**src/rtl/raster_pkg.sv**
```systemverilog
package raster_pkg;
  typedef struct packed {
    logic loadFmt;
    logic clrCnt;
    logic stepChar;
    logic stepLine;
    logic stepRow;
    logic penCap;
    logic penClr;
  } rasterCtl_t;
endpackage

```
**src/rtl/raster_ctl.sv**
```systemverilog
module raster_ctl
  import raster_pkg::*;
#(
  parameter int SYNC_STAGES = 2
) (
  input  logic       clk,
  input  logic       rst_n,
  input  logic       run,
  input  logic       penIn,
  input  logic       penAck,
  input  logic       charLast,
  input  logic       lineLast,
  output rasterCtl_t ctl,
  output logic       active
);
  localparam int PIPE = SYNC_STAGES + 1;

  logic [PIPE-1:0] penPipe;

  // Synchroniser stages followed by one edge-history flop
  generate
    for (genvar i = 0; i < PIPE; i++) begin : g_sync
      always_ff @(posedge clk) begin
        if (!rst_n) penPipe[i] <= 1'b0;
        else if (i == 0) penPipe[i] <= penIn;
        else penPipe[i] <= penPipe[i-1];
      end
    end
  endgenerate

  always_ff @(posedge clk) begin
    if (!rst_n) active <= 1'b0;
    else active <= run;
  end

  always_comb begin
    ctl.loadFmt  = !run;
    ctl.clrCnt   = !run;
    ctl.stepChar = run;
    ctl.stepLine = run && charLast;
    ctl.stepRow  = run && charLast && lineLast;
    ctl.penCap   = penPipe[SYNC_STAGES-1] && !penPipe[SYNC_STAGES];
    ctl.penClr   = penAck;
  end
endmodule

```
**src/rtl/raster_dp.sv**
```systemverilog
module raster_dp
  import raster_pkg::*;
#(
  parameter int CHAR_W = 7,
  parameter int ROW_W  = 6,
  parameter int LINE_W = 4
) (
  input  logic              clk,
  input  logic              rst_n,
  input  rasterCtl_t        ctl,
  input  logic              active,
  input  logic [CHAR_W-1:0] fmtCharsDisp,
  input  logic [CHAR_W-1:0] fmtCharsRetrace,
  input  logic [LINE_W-1:0] fmtLastLine,
  input  logic [ROW_W-1:0]  fmtRowsDisp,
  input  logic [ROW_W-1:0]  fmtRowsRetrace,
  output logic              charLast,
  output logic              lineLast,
  output logic              hRetrace,
  output logic              vRetrace,
  output logic [LINE_W-1:0] scanLine,
  output logic [CHAR_W:0]   penChar,
  output logic [ROW_W:0]    penRow,
  output logic              penValid
);
  localparam int CNT_CW = CHAR_W + 1;
  localparam int CNT_RW = ROW_W + 1;

  logic [CHAR_W-1:0] shDisp, shHRet;
  logic [LINE_W-1:0] shLast;
  logic [ROW_W-1:0]  shRows, shVRet;
  logic [CNT_CW-1:0] charCnt, totChars;
  logic [CNT_RW-1:0] rowCnt, totRows;
  logic [LINE_W-1:0] lineCnt;
  logic              rowLast;

  always_ff @(posedge clk) begin
    if (!rst_n) begin
      shDisp <= '0; shHRet <= '0; shLast <= '0; shRows <= '0; shVRet <= '0;
    end else if (ctl.loadFmt) begin
      shDisp <= fmtCharsDisp;
      shHRet <= fmtCharsRetrace;
      shLast <= fmtLastLine;
      shRows <= fmtRowsDisp;
      shVRet <= fmtRowsRetrace;
    end
  end

  assign totChars = {1'b0, shDisp} + {1'b0, shHRet};
  assign totRows  = {1'b0, shRows} + {1'b0, shVRet};
  assign charLast = (charCnt == totChars - CNT_CW'(1));
  assign lineLast = (lineCnt == shLast);
  assign rowLast  = (rowCnt == totRows - CNT_RW'(1));

  always_ff @(posedge clk) begin
    if (!rst_n || ctl.clrCnt) charCnt <= '0;
    else if (ctl.stepChar) charCnt <= charLast ? '0 : charCnt + CNT_CW'(1);
  end

  always_ff @(posedge clk) begin
    if (!rst_n || ctl.clrCnt) lineCnt <= '0;
    else if (ctl.stepLine) lineCnt <= lineLast ? '0 : lineCnt + LINE_W'(1);
  end

  always_ff @(posedge clk) begin
    if (!rst_n || ctl.clrCnt) rowCnt <= '0;
    else if (ctl.stepRow) rowCnt <= rowLast ? '0 : rowCnt + CNT_RW'(1);
  end

  always_ff @(posedge clk) begin
    if (!rst_n) begin
      penChar <= '0; penRow <= '0; penValid <= 1'b0;
    end else if (ctl.penCap) begin
      penChar <= charCnt; penRow <= rowCnt; penValid <= 1'b1;
    end else if (ctl.penClr) begin
      penValid <= 1'b0;
    end
  end

  assign hRetrace = active && (charCnt >= {1'b0, shDisp});
  assign vRetrace = active && (rowCnt >= {1'b0, shRows});
  assign scanLine = lineCnt;
endmodule

```
**src/rtl/raster_timer.sv**
```systemverilog
module raster_timer
  import raster_pkg::*;
#(
  parameter int CHAR_W = 7,
  parameter int ROW_W  = 6,
  parameter int LINE_W = 4
) (
  input  logic              clk,
  input  logic              rst_n,
  input  logic              run,
  input  logic [CHAR_W-1:0] fmtCharsDisp,
  input  logic [CHAR_W-1:0] fmtCharsRetrace,
  input  logic [LINE_W-1:0] fmtLastLine,
  input  logic [ROW_W-1:0]  fmtRowsDisp,
  input  logic [ROW_W-1:0]  fmtRowsRetrace,
  input  logic              penIn,
  input  logic              penAck,
  output logic              hRetrace,
  output logic              vRetrace,
  output logic [LINE_W-1:0] scanLine,
  output logic [CHAR_W:0]   penChar,
  output logic [ROW_W:0]    penRow,
  output logic              penValid
);
  rasterCtl_t ctl;
  logic active, charLast, lineLast;

  raster_ctl #(.SYNC_STAGES(2)) u_ctl (
    .clk(clk), .rst_n(rst_n), .run(run), .penIn(penIn), .penAck(penAck),
    .charLast(charLast), .lineLast(lineLast), .ctl(ctl), .active(active)
  );

  raster_dp #(.CHAR_W(CHAR_W), .ROW_W(ROW_W), .LINE_W(LINE_W)) u_dp (
    .clk(clk), .rst_n(rst_n), .ctl(ctl), .active(active),
    .fmtCharsDisp(fmtCharsDisp), .fmtCharsRetrace(fmtCharsRetrace),
    .fmtLastLine(fmtLastLine), .fmtRowsDisp(fmtRowsDisp),
    .fmtRowsRetrace(fmtRowsRetrace), .charLast(charLast), .lineLast(lineLast),
    .hRetrace(hRetrace), .vRetrace(vRetrace), .scanLine(scanLine),
    .penChar(penChar), .penRow(penRow), .penValid(penValid)
  );
endmodule

```
**config.mk**
```make
export PLATFORM = sky130hd
export DESIGN_NAME = raster_timer
export DESIGN_NICKNAME = d
export VERILOG_FILES = /design/src/rtl/raster_pkg.sv /design/src/rtl/raster_ctl.sv /design/src/rtl/raster_dp.sv /design/src/rtl/raster_timer.sv
export SDC_FILE = /design/constraint.sdc
export NUM_CORES = 1
export LEC_CHECK = 0
export BUFFER_PORTS_ARGS = -buffer_cell sky130_fd_sc_hd__buf_2
export CORE_UTILIZATION = 50
export DETAILED_ROUTE_END_ITERATION = 8
export PLACE_DENSITY = 0.69
export SLEW_MARGIN = 20
export SYNTH_ARGS = -nofsm -noshare
export SYNTH_HDL_FRONTEND = slang
export SYNTH_SLANG_ARGS = --single-unit
```
**constraint.sdc**
```tcl
create_clock -name clk -period 3.38 [get_ports clk]
set_input_delay 0.676 -clock clk [delete_from_list [all_inputs] [get_ports clk]]
set_output_delay 0.676 -clock clk [all_outputs]
set_load 0.02 [all_outputs]
```
==> metrics.yaml <==
reg2reg_depth: 13
seq_power_share_pct: 46.0
drv_cap: 0
port_buffers: 56
die_y_um: 91.5
fp-row-count: 32
nNetsFinal: 587
clockBufferDepth: 2
cp.arrival_ns: 3.38
swShare_pct: 30.0
timing.fmax_mhz: 318
layout-drive-gt1-share_pct: 16.3
final.setup.tns_ns: 0
antenna_found_initial: 0
clk_pin_slew_worst_paths_ns: 0.08
hold_violations: 0
cpMaxStageDelayCell: "fa_1"
post-dp-hpwl_um: 5940
r2r-end: "u_dp.rowCnt[2]$_SDFFE_PP0P_"
comb_power_share_pct: 21.8
internal-power_w: 0.00130
worst_setup_path_start_kind: "register"
path_common_cell: "inv_1"
worst_slew_pin_slew_ns: 0.982
synth_warnings: 0
synth_top_area_cell: "dfxtp_1"
tritoncts: "built"
initial_core_util_pct: 51.8
diodes: 0
grt_pass1_wl_um: 13400
yosys.area_share.simple_pct: 18.3
place.gp.congestion: 0.841
pwr-share-clk_pct: 32.3
synthAdderAreaFrac_pct: 13.5
core_area_um2: 7730
synth_compound_area_share_pct: 12.5
min_period_ns: 3.15
rsz0062_at_grt: "no"
synthMuxAreaShare_pct: 8.00
via_per_inst: 5.06
dr.pass1.iters: 4
critPathLaunch: "u_dp.shHRet[1]$_SDFFE_PN0N_"
syn_area_um2: 4000
cts_buffers: 9
r2r_start: "u_dp.shHRet[1]$_SDFFE_PN0N_"
crit_family: "compound AO/OA/AOI/OAI gates"
cts_sinks: 69
regToRegSetupSlack_ns: 0.23
path_cells: "inv_1, ha_1, inv_1, ha_1, inv_1, fa_1, xor2_1, nand2_1, a2111oi_2, o221ai_2, o41a_1, a21o_1, o2bb2ai_1"
clk_latency_ns: 0.34
grt.overflow.total: 0
crit_buf_inv: 3
synth_area_per_cell_um2: 8.86
holdPathEnd: "u_ctl.penPipe[1]$_SDFF_PN0_"
synth_nets: 529
path_class: "register to register"
grt_util_all_layers_pct: 20.1
cp_max_fo: 5
area_delta_synth_final_pct: 14.2
ir_worst_vdd_uv: 199
num-fill-cells: 701
fp.dieW_um: 91.5
post_cts_resized: 0
cp-end-kind: "register"
htreeDepth: 3
die-area_um2: 8370
min_path_type: "register to register"
cts-root-buf: "clkbuf_8"
min-delay-start: "u_ctl.penPipe[0]$_SDFF_PN0_"
cp.required_ns: 3.61
synth_area_leaders: "dfxtp_1, ha_1, mux2i_1"
p_switching_w: 0.000557
grt_max_degree: 50
synth_seq_area_share_pct: 34.5
drv_slew: 0
maxSlewHeadroom_pct: 34.4
synth_cell_types: 50
ant_nets: 0
drt_iter0_drc: 95
power.density_nw_per_um2: 406
synth_top_family_by_area: "simple AND/OR/NAND/NOR gates"
vias: 3123
status: "finished, final reports clean"
drc: 0
critPathMaxStageDelay_ns: 0.50
synth_cells: 452
fin_area_um2: 4570
netlist.area_leader.share_pct: 34.5
skew_ns: 0.00983
synthXorXnorAreaFrac_pct: 6.13
wl_per_cell_um: 12.7
placed_cell_area_um2: 4390
ys_ff_latch: 69
finalSetupViolations: 0
p_leak_nw: 2.08
grt_pass1_vias: 2953
io_pins: 57
drt_wl_total_um: 7810
fin_crit_sh_pct: 93.1
whs_path_depth: 1
per-layer routing:
metal | wire, um | track usage [%] | vias to the layer above
met4 | 80 | 6.61 | 0
met1 | 3970 | 27.2 | 1435
li1 | - | - | 1618
met3 | 316 | 4.77 | 8
met2 | 3440 | 31.2 | 62
met5 | 0 | 0 | -
repair_timing:
action                                  4_1_cts  5_1_grt
hold buffers                                  0        0
buffers inserted                              0        1
endpoints found under the setup margin        0        9
power by group through the flow:
stage | logic [W] | clock network (W) | registers (W)
after floorplan | 0.000315 | 0 | 0.000869
after global placement | 0.000391 | 0 | 0.000871
after detailed placement | 0.000401 | 0 | 0.000872
after CTS | 0.000404 | 0.000612 | 0.000853
after global routing | 0.000459 | 0.000657 | 0.000856
final | 0.000404 | 0.000599 | 0.000853
layout by cell type (no fill, tap or decap), types with 2 or more instances in the layout:
master	Yosys	layout
clkinv_2	0	3
a211oi_1	3	3
o21ai_0	8	8
a21oi_1	14	14
fa_1	2	2
nand3b_1	2	2
nand3_1	6	6
o22ai_1	2	2
o21a_1	3	3
a2bb2oi_1	2	2
nand2_1	41	41
mux2i_1	32	32
o211ai_1	2	2
buf_4	0	5
nor2_1	19	19
clkinvlp_4	0	2
clkbuf_8	0	10
a21o_1	6	6
nor4_1	2	2
xor2_1	16	16
and2_1	3	3
or3_1	2	2
xnor2_1	12	12
o21ai_1	2	2
buf_2	0	56
nand2b_1	7	7
inv_1	61	61
nand4_1	6	6
and3_1	4	4
ha_1	40	40
dfxtp_1	69	69
a21boi_0	17	17
nor2b_1	35	35
kinds of logic after synthesis:
group                      Yosys count
DFF                                 69
AOI/OAI and AO/OA                   71
xor gates and xnor gates            28
and+or+nand+nor                    135
buffers and inverters               75
adders and majority gates           42
muxes                               32
synthesized netlist by cell type, drive strengths merged:
cell type,n
nor4,3
or3,2
buf,2
nand3b,2
and3,4
o31ai,2
a211oi,3
o311ai,1
dfxtp,69
or2,1
o41a,1
clkbuf,12
inv,61
and4bb,1
nand3,6
and4,1
nor2b,35
a2111oi,1
a22oi,1
o221ai,1
fa,2
nor4b,1
mux2i,32
o21bai,1
xor2,16
xnor2,12
o22ai,2
ha,40
nand4bb,1
and2,3
a31oi,1
a21oi,14
a2bb2oi,2
nand2,42
nand2b,7
o41ai,1
o21ai,10
o21a,3
o2bb2ai,1
a21boi,18
nor3,1
o211ai,2
nand4,6
a21o,6
nor2,19
registers in the layout (all words and copies together), names as in the netlist:
name and count:
u_dp.penValid 1, u_dp.shVRet 6, u_dp.shDisp 7, u_dp.penRow 7, u_dp.charCnt 8, u_dp.shHRet 7, u_dp.shRows 6, u_dp.penChar 8
u_ctl.penPipe 3, u_ctl.active 1, u_dp.rowCnt 7, u_dp.shLast 4, u_dp.scanLine 4
layout make-up:
cell class	count	area [um^2]	share of cell area, %
sequential	69	1380	30.2
clock buffer	10	138	3.01
multi-input combinational	308	2340	51.2
tap	102	128	2.79
clock inverter	6	38.8	0.848
timing repair buffer	61	318	6.95
inverter	61	229	5.01
worst max-delay path by stage:
stage / slack (ns) / cells past startpoint / to
after floorplan: 0.38 / 13 / u_dp.rowCnt[2]$_SDFFE_PP0P_
after global placement: 0.22 / 13 / u_dp.rowCnt[2]$_SDFFE_PP0P_
after detailed placement: 0.15 / 13 / u_dp.rowCnt[2]$_SDFFE_PP0P_
after CTS: 0.13 / 13 / u_dp.rowCnt[2]$_SDFFE_PP0P_
after global routing: 0.04 / 13 / u_dp.scanLine[2]$_SDFFE_PP0P_
final: 0.23 / 13 / u_dp.rowCnt[2]$_SDFFE_PP0P_
stage by stage:
step / std cells / setup slack, ns / hold WS (ns) / power [W] / utilization, %
after CTS: 616 / 0.134 / 0.451 / 0.00187 / 59.1
after floorplan: 452 / 0.380 / 0.412 / 0.00118 / -
after global placement: 600 / 0.217 / 0.421 / 0.00126 / 56.8
after global routing: 617 / 0.0392 / 0.482 / 0.00197 / 59.2
final: 617 / 0.232 / 0.444 / 0.00186 / 59.2
after detailed placement: 600 / 0.152 / 0.432 / 0.00127 / 56.8
No activity file was read; power rests on OpenSTA's default activity.
